[config.mk]
export PLATFORM = sky130hd
export DESIGN_NAME = page_prog_engine
export DESIGN_NICKNAME = d
export VERILOG_FILES = /design/src/rtl/ppe_pkg.sv /design/src/rtl/ppe_regs.sv /design/src/rtl/ppe_page_buf.sv /design/src/rtl/ppe_spi_shift.sv /design/src/rtl/ppe_seq.sv /design/src/rtl/page_prog_engine.sv
export SDC_FILE = /design/constraint.sdc
export NUM_CORES = 2
export LEC_CHECK = 0
export BUFFER_PORTS_ARGS = -buffer_cell sky130_fd_sc_hd__clkbuf_2
export CORE_UTILIZATION = 41
export CTS_BUF_LIST = sky130_fd_sc_hd__clkbuf_4
export DETAILED_ROUTE_END_ITERATION = 6
export PLACE_DENSITY = 0.63
export SYNTH_ARGS = -nofsm -noshare
export SYNTH_HDL_FRONTEND = slang
export SYNTH_SLANG_ARGS = --single-unit
[constraint.sdc]
create_clock -name clk -period 5.7 [get_ports clk]
set_input_delay 1.14 -clock clk [delete_from_list [all_inputs] [get_ports clk]]
set_output_delay 1.14 -clock clk [all_outputs]
set_load 0.01 [all_outputs]
[src/rtl/ppe_pkg.sv]
package ppe_pkg;
  localparam int unsigned RA_W = 4;

  localparam logic [RA_W-1:0] RA_CTRL    = 4'd0;
  localparam logic [RA_W-1:0] RA_OPCODE  = 4'd1;
  localparam logic [RA_W-1:0] RA_ADDR0   = 4'd2;
  localparam logic [RA_W-1:0] RA_ADDR1   = 4'd3;
  localparam logic [RA_W-1:0] RA_ADDR2   = 4'd4;
  localparam logic [RA_W-1:0] RA_ADDR3   = 4'd5;
  localparam logic [RA_W-1:0] RA_BUSMODE = 4'd6;
  localparam logic [RA_W-1:0] RA_WRCFG   = 4'd7;
  localparam logic [RA_W-1:0] RA_AUTOCFG = 4'd8;
  localparam logic [RA_W-1:0] RA_BYTE    = 4'd9;
  localparam logic [RA_W-1:0] RA_PAGE    = 4'd10;

  localparam int unsigned B_GO       = 4;
  localparam int unsigned B_FOURB    = 4;
  localparam int unsigned B_BUFEN    = 0;
  localparam int unsigned B_CUSTOP   = 4;
  localparam int unsigned B_NOWREN   = 7;
  localparam int unsigned B_NOPOLL   = 5;

  localparam logic [7:0] OP_WREN = 8'h06;
  localparam logic [7:0] OP_RDSR = 8'h05;
  localparam logic [7:0] OP_PROG = 8'h02;

  typedef enum logic [2:0] {
    S_IDLE, S_WREN, S_GAP, S_PROG, S_POLL_OP, S_POLL_RD, S_DONE
  } seq_st_t;

  typedef struct packed {
    logic        four_b;
    logic        buffered;
    logic        no_wren;
    logic        no_poll;
    logic [7:0]  opcode;
    logic [31:0] addr;
    logic [7:0]  byte0;
  } job_t;
endpackage

[src/rtl/ppe_regs.sv]
module ppe_regs
  import ppe_pkg::*;
(
  input  logic            clk,
  input  logic            rst_n,
  input  logic            wr,
  input  logic [RA_W-1:0] addr,
  input  logic [31:0]     wdata,
  input  logic            busy,
  output logic [31:0]     rdata,
  output logic            start,
  output job_t            job,
  output logic            page_wr,
  output logic [31:0]     page_data,
  output logic            buf_req,
  output logic            buf_ack,
  output logic [7:0]      opc_q
);
  logic [3:0][7:0] addr_q;
  logic [7:0]      byte_q;
  logic            four_q, cust_q, nowren_q, nopoll_q;
  logic            req_q, sync_q, ack_q;
  logic            wr_ok;

  assign wr_ok = wr && !busy;

  always_ff @(posedge clk) begin
    if (!rst_n) begin
      opc_q    <= '0;
      addr_q   <= '0;
      byte_q   <= '0;
      four_q   <= 1'b0;
      cust_q   <= 1'b0;
      nowren_q <= 1'b0;
      nopoll_q <= 1'b0;
      req_q    <= 1'b0;
    end else if (wr_ok) begin
      case (addr)
        RA_OPCODE:  opc_q     <= wdata[7:0];
        RA_ADDR0:   addr_q[0] <= wdata[7:0];
        RA_ADDR1:   addr_q[1] <= wdata[7:0];
        RA_ADDR2:   addr_q[2] <= wdata[7:0];
        RA_ADDR3:   addr_q[3] <= wdata[7:0];
        RA_BUSMODE: four_q    <= wdata[B_FOURB];
        RA_WRCFG: begin
          req_q  <= wdata[B_BUFEN];
          cust_q <= wdata[B_CUSTOP];
        end
        RA_AUTOCFG: begin
          nowren_q <= wdata[B_NOWREN];
          nopoll_q <= wdata[B_NOPOLL];
        end
        RA_BYTE:    byte_q    <= wdata[7:0];
        default: ;
      endcase
    end
  end

  // two-stage acknowledge of the buffered-mode request
  always_ff @(posedge clk) begin
    if (!rst_n) begin
      sync_q <= 1'b0;
      ack_q  <= 1'b0;
    end else begin
      sync_q <= req_q;
      ack_q  <= sync_q;
    end
  end

  assign start     = wr_ok && (addr == RA_CTRL) && wdata[B_GO];
  assign page_wr   = wr_ok && (addr == RA_PAGE);
  assign page_data = wdata;
  assign buf_req   = req_q;
  assign buf_ack   = ack_q;

  always_comb begin
    job.four_b   = four_q;
    job.buffered = ack_q;
    job.no_wren  = nowren_q;
    job.no_poll  = nopoll_q;
    job.opcode   = cust_q ? opc_q : OP_PROG;
    job.addr     = addr_q;
    job.byte0    = byte_q;
  end

  always_comb begin
    rdata = '0;
    case (addr)
      RA_CTRL:    rdata[B_GO]     = busy;
      RA_OPCODE:  rdata[7:0]      = opc_q;
      RA_ADDR0:   rdata[7:0]      = addr_q[0];
      RA_ADDR1:   rdata[7:0]      = addr_q[1];
      RA_ADDR2:   rdata[7:0]      = addr_q[2];
      RA_ADDR3:   rdata[7:0]      = addr_q[3];
      RA_BUSMODE: rdata[B_FOURB]  = four_q;
      RA_WRCFG: begin
        rdata[B_BUFEN]  = ack_q;
        rdata[B_CUSTOP] = cust_q;
      end
      RA_AUTOCFG: begin
        rdata[B_NOWREN] = nowren_q;
        rdata[B_NOPOLL] = nopoll_q;
      end
      RA_BYTE:    rdata[7:0]      = byte_q;
      default:    rdata           = '0;
    endcase
  end
endmodule

[src/rtl/ppe_page_buf.sv]
module ppe_page_buf #(
  parameter int unsigned WORDS = 32,
  localparam int unsigned LANES = 4,
  localparam int unsigned PW    = $clog2(WORDS + 1),
  localparam int unsigned WI_W  = $clog2(WORDS),
  localparam int unsigned BI_W  = $clog2(WORDS * LANES)
) (
  input  logic            clk,
  input  logic            rst_n,
  input  logic            clr,
  input  logic            wr,
  input  logic [31:0]     wdata,
  input  logic [BI_W-1:0] rd_idx,
  output logic [7:0]      rd_byte,
  output logic [PW-1:0]   fill
);
  logic                    room;
  logic [LANES-1:0][7:0]   lane_rd;

  assign room = fill < PW'(WORDS);

  always_ff @(posedge clk) begin
    if (!rst_n)           fill <= '0;
    else if (clr)         fill <= '0;
    else if (wr && room)  fill <= fill + PW'(1);
  end

  for (genvar g = 0; g < LANES; g++) begin : g_lane
    logic [7:0] lane_mem [WORDS];
    always_ff @(posedge clk) begin
      if (wr && room && !clr) lane_mem[fill[WI_W-1:0]] <= wdata[8*g +: 8];
    end
    assign lane_rd[g] = lane_mem[rd_idx[BI_W-1:2]];
  end

  assign rd_byte = lane_rd[rd_idx[1:0]];
endmodule

[src/rtl/ppe_spi_shift.sv]
module ppe_spi_shift #(
  parameter int unsigned DIV = 2,
  localparam int unsigned DW = (DIV > 1) ? $clog2(DIV) : 1
) (
  input  logic       clk,
  input  logic       rst_n,
  input  logic       go,
  input  logic [7:0] tx,
  output logic       done,
  output logic [7:0] rx,
  output logic       sclk,
  output logic       mosi,
  input  logic       miso
);
  logic          active, sclk_q, done_q;
  logic [DW-1:0] div_cnt;
  logic [2:0]    bitc;
  logic [7:0]    sh, rx_q;

  always_ff @(posedge clk) begin
    if (!rst_n) begin
      active  <= 1'b0;
      sclk_q  <= 1'b0;
      done_q  <= 1'b0;
      div_cnt <= '0;
      bitc    <= '0;
      sh      <= '0;
      rx_q    <= '0;
    end else begin
      done_q <= 1'b0;
      if (!active) begin
        if (go) begin
          active  <= 1'b1;
          sh      <= tx;
          bitc    <= '0;
          div_cnt <= '0;
          sclk_q  <= 1'b0;
        end
      end else if (div_cnt == DW'(DIV - 1)) begin
        div_cnt <= '0;
        if (!sclk_q) begin
          sclk_q <= 1'b1;
          rx_q   <= {rx_q[6:0], miso};
        end else begin
          sclk_q <= 1'b0;
          if (bitc == 3'd7) begin
            active <= 1'b0;
            done_q <= 1'b1;
          end else begin
            bitc <= bitc + 3'd1;
            sh   <= {sh[6:0], 1'b0};
          end
        end
      end else begin
        div_cnt <= div_cnt + DW'(1);
      end
    end
  end

  assign sclk = sclk_q;
  assign mosi = sh[7];
  assign done = done_q;
  assign rx   = rx_q;
endmodule

[src/rtl/ppe_seq.sv]
module ppe_seq
  import ppe_pkg::*;
#(
  parameter int unsigned CS_GAP     = 4,
  parameter int unsigned PAGE_BYTES = 128,
  localparam int unsigned GW   = $clog2(CS_GAP + 1),
  localparam int unsigned IW   = $clog2(PAGE_BYTES + 6),
  localparam int unsigned BI_W = $clog2(PAGE_BYTES)
) (
  input  logic            clk,
  input  logic            rst_n,
  input  logic            start,
  input  job_t            job,
  output logic            go,
  output logic [7:0]      tx,
  input  logic            done,
  input  logic [7:0]      rx,
  output logic            cs_n,
  output logic            busy,
  output logic [BI_W-1:0] buf_idx,
  input  logic [7:0]      buf_byte
);
  seq_st_t       st, after;
  job_t          job_q;
  logic [IW-1:0] idx, alen_w, total_w, nxt_w;
  logic [GW-1:0] gap;
  logic [1:0]    sh_sel;
  logic [7:0]    nxt_byte;
  logic [6:0]    unused_rx;

  assign unused_rx = rx[7:1];

  always_comb begin
    alen_w   = job_q.four_b ? IW'(4) : IW'(3);
    total_w  = IW'(1) + alen_w + (job_q.buffered ? IW'(PAGE_BYTES) : IW'(1));
    nxt_w    = idx + IW'(1);
    sh_sel   = 2'(alen_w - nxt_w);
    buf_idx  = BI_W'(idx - alen_w);
    if (nxt_w <= alen_w)      nxt_byte = job_q.addr[8*sh_sel +: 8];
    else if (job_q.buffered)  nxt_byte = buf_byte;
    else                      nxt_byte = job_q.byte0;
  end

  always_ff @(posedge clk) begin
    if (!rst_n) begin
      st    <= S_IDLE;
      after <= S_PROG;
      job_q <= '0;
      cs_n  <= 1'b1;
      busy  <= 1'b0;
      go    <= 1'b0;
      tx    <= '0;
      idx   <= '0;
      gap   <= '0;
    end else begin
      go <= 1'b0;
      case (st)
        S_IDLE: if (start) begin
          job_q <= job;
          busy  <= 1'b1;
          cs_n  <= 1'b0;
          go    <= 1'b1;
          idx   <= '0;
          if (!job.no_wren) begin
            st <= S_WREN;
            tx <= OP_WREN;
          end else begin
            st <= S_PROG;
            tx <= job.opcode;
          end
        end
        S_WREN: if (done) begin
          cs_n  <= 1'b1;
          gap   <= '0;
          after <= S_PROG;
          st    <= S_GAP;
        end
        S_GAP: begin
          if (gap == GW'(CS_GAP - 1)) begin
            cs_n <= 1'b0;
            go   <= 1'b1;
            idx  <= '0;
            st   <= after;
            tx   <= (after == S_PROG) ? job_q.opcode : OP_RDSR;
          end else begin
            gap <= gap + GW'(1);
          end
        end
        S_PROG: if (done) begin
          if (idx == total_w - IW'(1)) begin
            cs_n <= 1'b1;
            if (job_q.no_poll) begin
              st <= S_DONE;
            end else begin
              gap   <= '0;
              after <= S_POLL_OP;
              st    <= S_GAP;
            end
          end else begin
            idx <= nxt_w;
            go  <= 1'b1;
            tx  <= nxt_byte;
          end
        end
        S_POLL_OP: if (done) begin
          go <= 1'b1;
          tx <= 8'h00;
          st <= S_POLL_RD;
        end
        S_POLL_RD: if (done) begin
          if (!rx[0]) begin
            cs_n <= 1'b1;
            st   <= S_DONE;
          end else begin
            go <= 1'b1;
            tx <= 8'h00;
          end
        end
        S_DONE: begin
          busy <= 1'b0;
          st   <= S_IDLE;
        end
        default: st <= S_IDLE;
      endcase
    end
  end
endmodule

[src/rtl/page_prog_engine.sv]
module page_prog_engine
  import ppe_pkg::*;
#(
  parameter int unsigned DIV        = 2,
  parameter int unsigned CS_GAP     = 4,
  parameter int unsigned PAGE_WORDS = 32,
  localparam int unsigned PAGE_BYTES = PAGE_WORDS * 4,
  localparam int unsigned FILL_W     = $clog2(PAGE_WORDS + 1),
  localparam int unsigned BI_W       = $clog2(PAGE_BYTES)
) (
  input  logic            clk,
  input  logic            rst_n,
  input  logic            reg_wr,
  input  logic [RA_W-1:0] reg_addr,
  input  logic [31:0]     reg_wdata,
  output logic [31:0]     reg_rdata,
  output logic            spi_sclk,
  output logic            spi_cs_n,
  output logic            spi_mosi,
  input  logic            spi_miso
);
  logic              seq_busy, reg_start, page_wr, buf_req, buf_ack;
  logic [31:0]       page_data;
  logic [7:0]        opc_q, sh_tx, sh_rx, buf_byte;
  logic              sh_go, sh_done;
  logic [BI_W-1:0]   buf_idx;
  logic [FILL_W-1:0] buf_fill;
  job_t              job;

  ppe_regs u_regs (
    .clk(clk), .rst_n(rst_n), .wr(reg_wr), .addr(reg_addr), .wdata(reg_wdata),
    .busy(seq_busy), .rdata(reg_rdata), .start(reg_start), .job(job),
    .page_wr(page_wr), .page_data(page_data), .buf_req(buf_req),
    .buf_ack(buf_ack), .opc_q(opc_q)
  );

  ppe_page_buf #(.WORDS(PAGE_WORDS)) u_buf (
    .clk(clk), .rst_n(rst_n), .clr(reg_start), .wr(page_wr), .wdata(page_data),
    .rd_idx(buf_idx), .rd_byte(buf_byte), .fill(buf_fill)
  );

  ppe_seq #(.CS_GAP(CS_GAP), .PAGE_BYTES(PAGE_BYTES)) u_seq (
    .clk(clk), .rst_n(rst_n), .start(reg_start), .job(job), .go(sh_go),
    .tx(sh_tx), .done(sh_done), .rx(sh_rx), .cs_n(spi_cs_n), .busy(seq_busy),
    .buf_idx(buf_idx), .buf_byte(buf_byte)
  );

  ppe_spi_shift #(.DIV(DIV)) u_shift (
    .clk(clk), .rst_n(rst_n), .go(sh_go), .tx(sh_tx), .done(sh_done),
    .rx(sh_rx), .sclk(spi_sclk), .mosi(spi_mosi), .miso(spi_miso)
  );
endmodule

==> impl_results.md <==
- Outcome: complete, but fails checks
- Failing checks: DRC
- Critical path's slowest cell: o21ai_1
- Area grow syn2layout: 14.0%
- Post-route ant nets: 0
- CTS sink count: roughly 1200
- H-tree depth: 5
- Grt total ovfl: 0
- Per-cell routed wire length: about 28 um
- Maxcap violations: 0
- FF-to-FF Start: u_seq.job_q[51]
- Final HPWL DP: roughly 85 mm
- RSZ-0062 raised after global routing: false
- I/O Buffers: 50
- Critical Path Sink Type: flip-flop
- DRC viols: 30
- R2r worst-path depth: 13
- Initial Utilization: 0.415
- Vias after detailed routing: ~31000
- Startpoint Class: flip-flop
- Post-synth EDFFs: 1024
- Slew at the pin closest to its max-slew limit: ~1.3 ns
- Initial DRT Pass Iterations: 7
- CP bufs+invs: 3
- Vias in the first global route: 30200
- Pleak: 18.7 nW
- Cts repair resizes: 0
- Share of the synthesized area in the top cell type: 0.646
- Worst-Skew Late Latency: roughly 1.2 ns
- FILL cells: 9929
- Placed Area: 50500 um^2
- Placed insts: 4727
- Total power: 16.8 mW
- CTS tree: done
- Min-delay src: spi_miso
- CTS Hold Buffers Added: 0
- Post-synth top area cell: edfxtp_1
- Clk pin slew, worst setup/hold paths: 0.08 ns
- Setup-failing EPs final: 0
- Cell family with most CP delay: compound AO/OA/AOI/OAI gates
- Most frequent cell after synthesis: edfxtp_1
- Hold endpoint: u_shift.rx[0]
- Top cells by area, synth: edfxtp_1 65%, dfxtp_1 6.5%, mux4_2 5.9%
- Max VDD drop: approximately 180 uV
- Share of layout cells above drive strength 1: 0.223
- Minimum clock period: 5.16 ns
- Worst path cell trace: inv_1 > ha_1 > and3b_1 > o21ai_1 > nand2_8 > buf_12 > buf_4 > and3_1 > a311oi_1 > a311oi_1 > o31a_1 > nor3_1 > a32o_1
- Crit-path max FO: 33
- Final Hold Fails: 0
- Die height: approximately 340 um
- Final TNS setup: 0 ns
- Rel. slew slack: 0.148
- Clock buffer count from CTS: between 300 and 400
- Seq cells post-synth: 1179
- Root Buffer: clkbuf_4
- Synth cell count leaders: 1024 x edfxtp_1, 560 x nand2_1, 178 x nor2_1
- Max incr delay on CP: around 0.73 ns
- Fmax: a little under 200 MHz
- Distinct cell type count after synthesis: just over 80
- Io pins: 75
- Crit-path most repeated cell: a311oi_1
- Final Max Tran Viols: 0
- Tot GR Track Use: 0.249
- Vias/cell: around 6
- Final Cycle Share: 0.904
- First-pass GRT wire length: between 200 and 250 mm
- Site row count: roughly 120
- Die area: between 100000 and 150000 um^2
- YS warnings: 0
- Worst flop-to-flop path endpoint: u_seq.tx[1]
- Crit path DAT: ~6.3 ns
- Detailed Route WL: roughly 150 mm
- Main flop type after synthesis: edfxtp_1
- Sequential area share after synthesis: 0.711
- Final cell count without fillers: approximately 5300
- Syn Std Cell Area: between 40000 and 50000 um^2
- Mapped Cells: 3242
- Core Box Area: 115000 um^2
- CTS Buffer Depth: 4
- Cell area after layout: between 50000 and 60000 um^2
- Hold Path Depth: 3
- Largest net degree at the start of global routing: between 80 and 90
- Die width: 343 um
- Worst hold path class: input pin to flip-flop
- Fin nets: ~3600
- R2R Setup Slk: roughly 0.54 ns
- Asr flop ratio synth: 0
- Placer congestion estimate: ~0.85
- Worst Clk Skew: 0.103 ns
- Worst hold slack: ~0.20 ns
- DRT iter0 DRCs: ~4700
- P per Cell Area: 310 nW/um^2
- Worst path required time: between 6 and 7 ns
- Setup bufs post-CTS: 0
- Critical path class: flip-flop to flip-flop
- Mean post-synth cell area: between 10 and 15 um^2
- Initial antenna violation count: 6
[cells by family after synthesis]
group                    synth area share
XOR/XNOR                          0.00292
other                           0.0000788
flip-flops                          0.711
adder cells (fa/ha/maj)           0.00489
AND/OR/NAND/NOR                    0.0982
multiplexers                       0.0903
AO/OA/AOI/OAI                      0.0660
buffers and inverters              0.0263
[cells in the final DEF (no fill, tap or decap), types with 13 or more instances in the layout]
cell and count:
a211oi_1 21, a21oi_1 137, a22oi_1 15, a311oi_1 17, a31oi_1 48, a32oi_1 54
and3_1 28, buf_12 45, buf_4 72, clkbuf_2 50, clkbuf_4 451, clkinv_1 50
conb_1 24, dfxtp_1 155, edfxtp_1 1024, ha_1 17, inv_1 15, mux2i_1 146
mux4_2 124, nand2_1 560, nand2b_1 16, nand3_1 155, nand4_1 35, nor2_1 143
nor2_4 37, nor2b_1 15, nor3_1 27, o211ai_1 13, o21ai_0 38
[worst max path at each step]
stage | from | endpoint | slack, ns | depth (start not counted)
floorplan | reg_wr | u_buf.g_lane[0].lane_mem[31][0] | 1.30 | 7
global placement | u_seq.job_q[51] | u_seq.tx[1] | 0.81 | 13
detailed placement | u_seq.job_q[51] | u_seq.tx[1] | 0.76 | 13
CTS | u_seq.job_q[51] | u_seq.tx[1] | 0.67 | 13
global route | u_seq.job_q[51] | u_seq.tx[1] | 0.32 | 13
finish | u_seq.job_q[51] | u_seq.tx[1] | 0.54 | 13
[layout make-up]
class	count	area [um^2]	area share
Clock inverter	68	350	0.00646
Antenna cell	10	25.0	0.000461
Sequential cell	1179	33900	0.624
Multi-Input combinational cell	1852	13000	0.239
Timing Repair Buffer	167	1690	0.0312
Inverter	17	66.3	0.00122
Tap cell	1512	1890	0.0349
Clock buffer	451	3390	0.0624
[through the flow]
step / utilization / setup slack, ns
2_1_floorplan: - / 1.30
3_3_place_gp: 0.440 / 0.805
3_5_place_dp: 0.440 / 0.764
4_1_cts: 0.473 / 0.667
5_1_grt: 0.473 / 0.325
6_report: 0.473 / 0.544
[routing by layer]
metal	GRT usage	share of wire
met5	0	0.00026
met4	0.106	0.036
met3	0.0590	0.11
met2	0.383	0.46
met1	0.339	0.40
[worst min-delay path, stage by stage]
cell,delay (ns)
clkbuf_2,0.09
mux2i_1,0.06
nor2_1,0.07
[report_power, final]
group / total, mW / internal, mW / switching, mW
registers: 9.40 / 9.38 / 0.0165
clock network: 7.16 / 3.75 / 3.41
logic: 0.254 / 0.0426 / 0.211
total: 16.8 / 13.2 / 3.64
[flip-flops by register name (all words and copies together), names as in the netlist, 2 cells and up]
| signal | cells |
|---|---|
| u_shift.bitc | 3 |
| u_buf.fill | 6 |
| u_seq.job_q | 51 |
| u_regs.byte_q | 8 |
| u_seq.tx | 8 |
| u_seq.gap | 3 |
| u_buf.g_lane.lane_mem | 1024 |
| u_shift.sh | 8 |
| u_seq.after | 2 |
| u_regs.job | 32 |
| u_seq.st | 3 |
| u_seq.idx | 8 |
| u_regs.opc_q | 8 |
(Power assumes the default switching activity.)
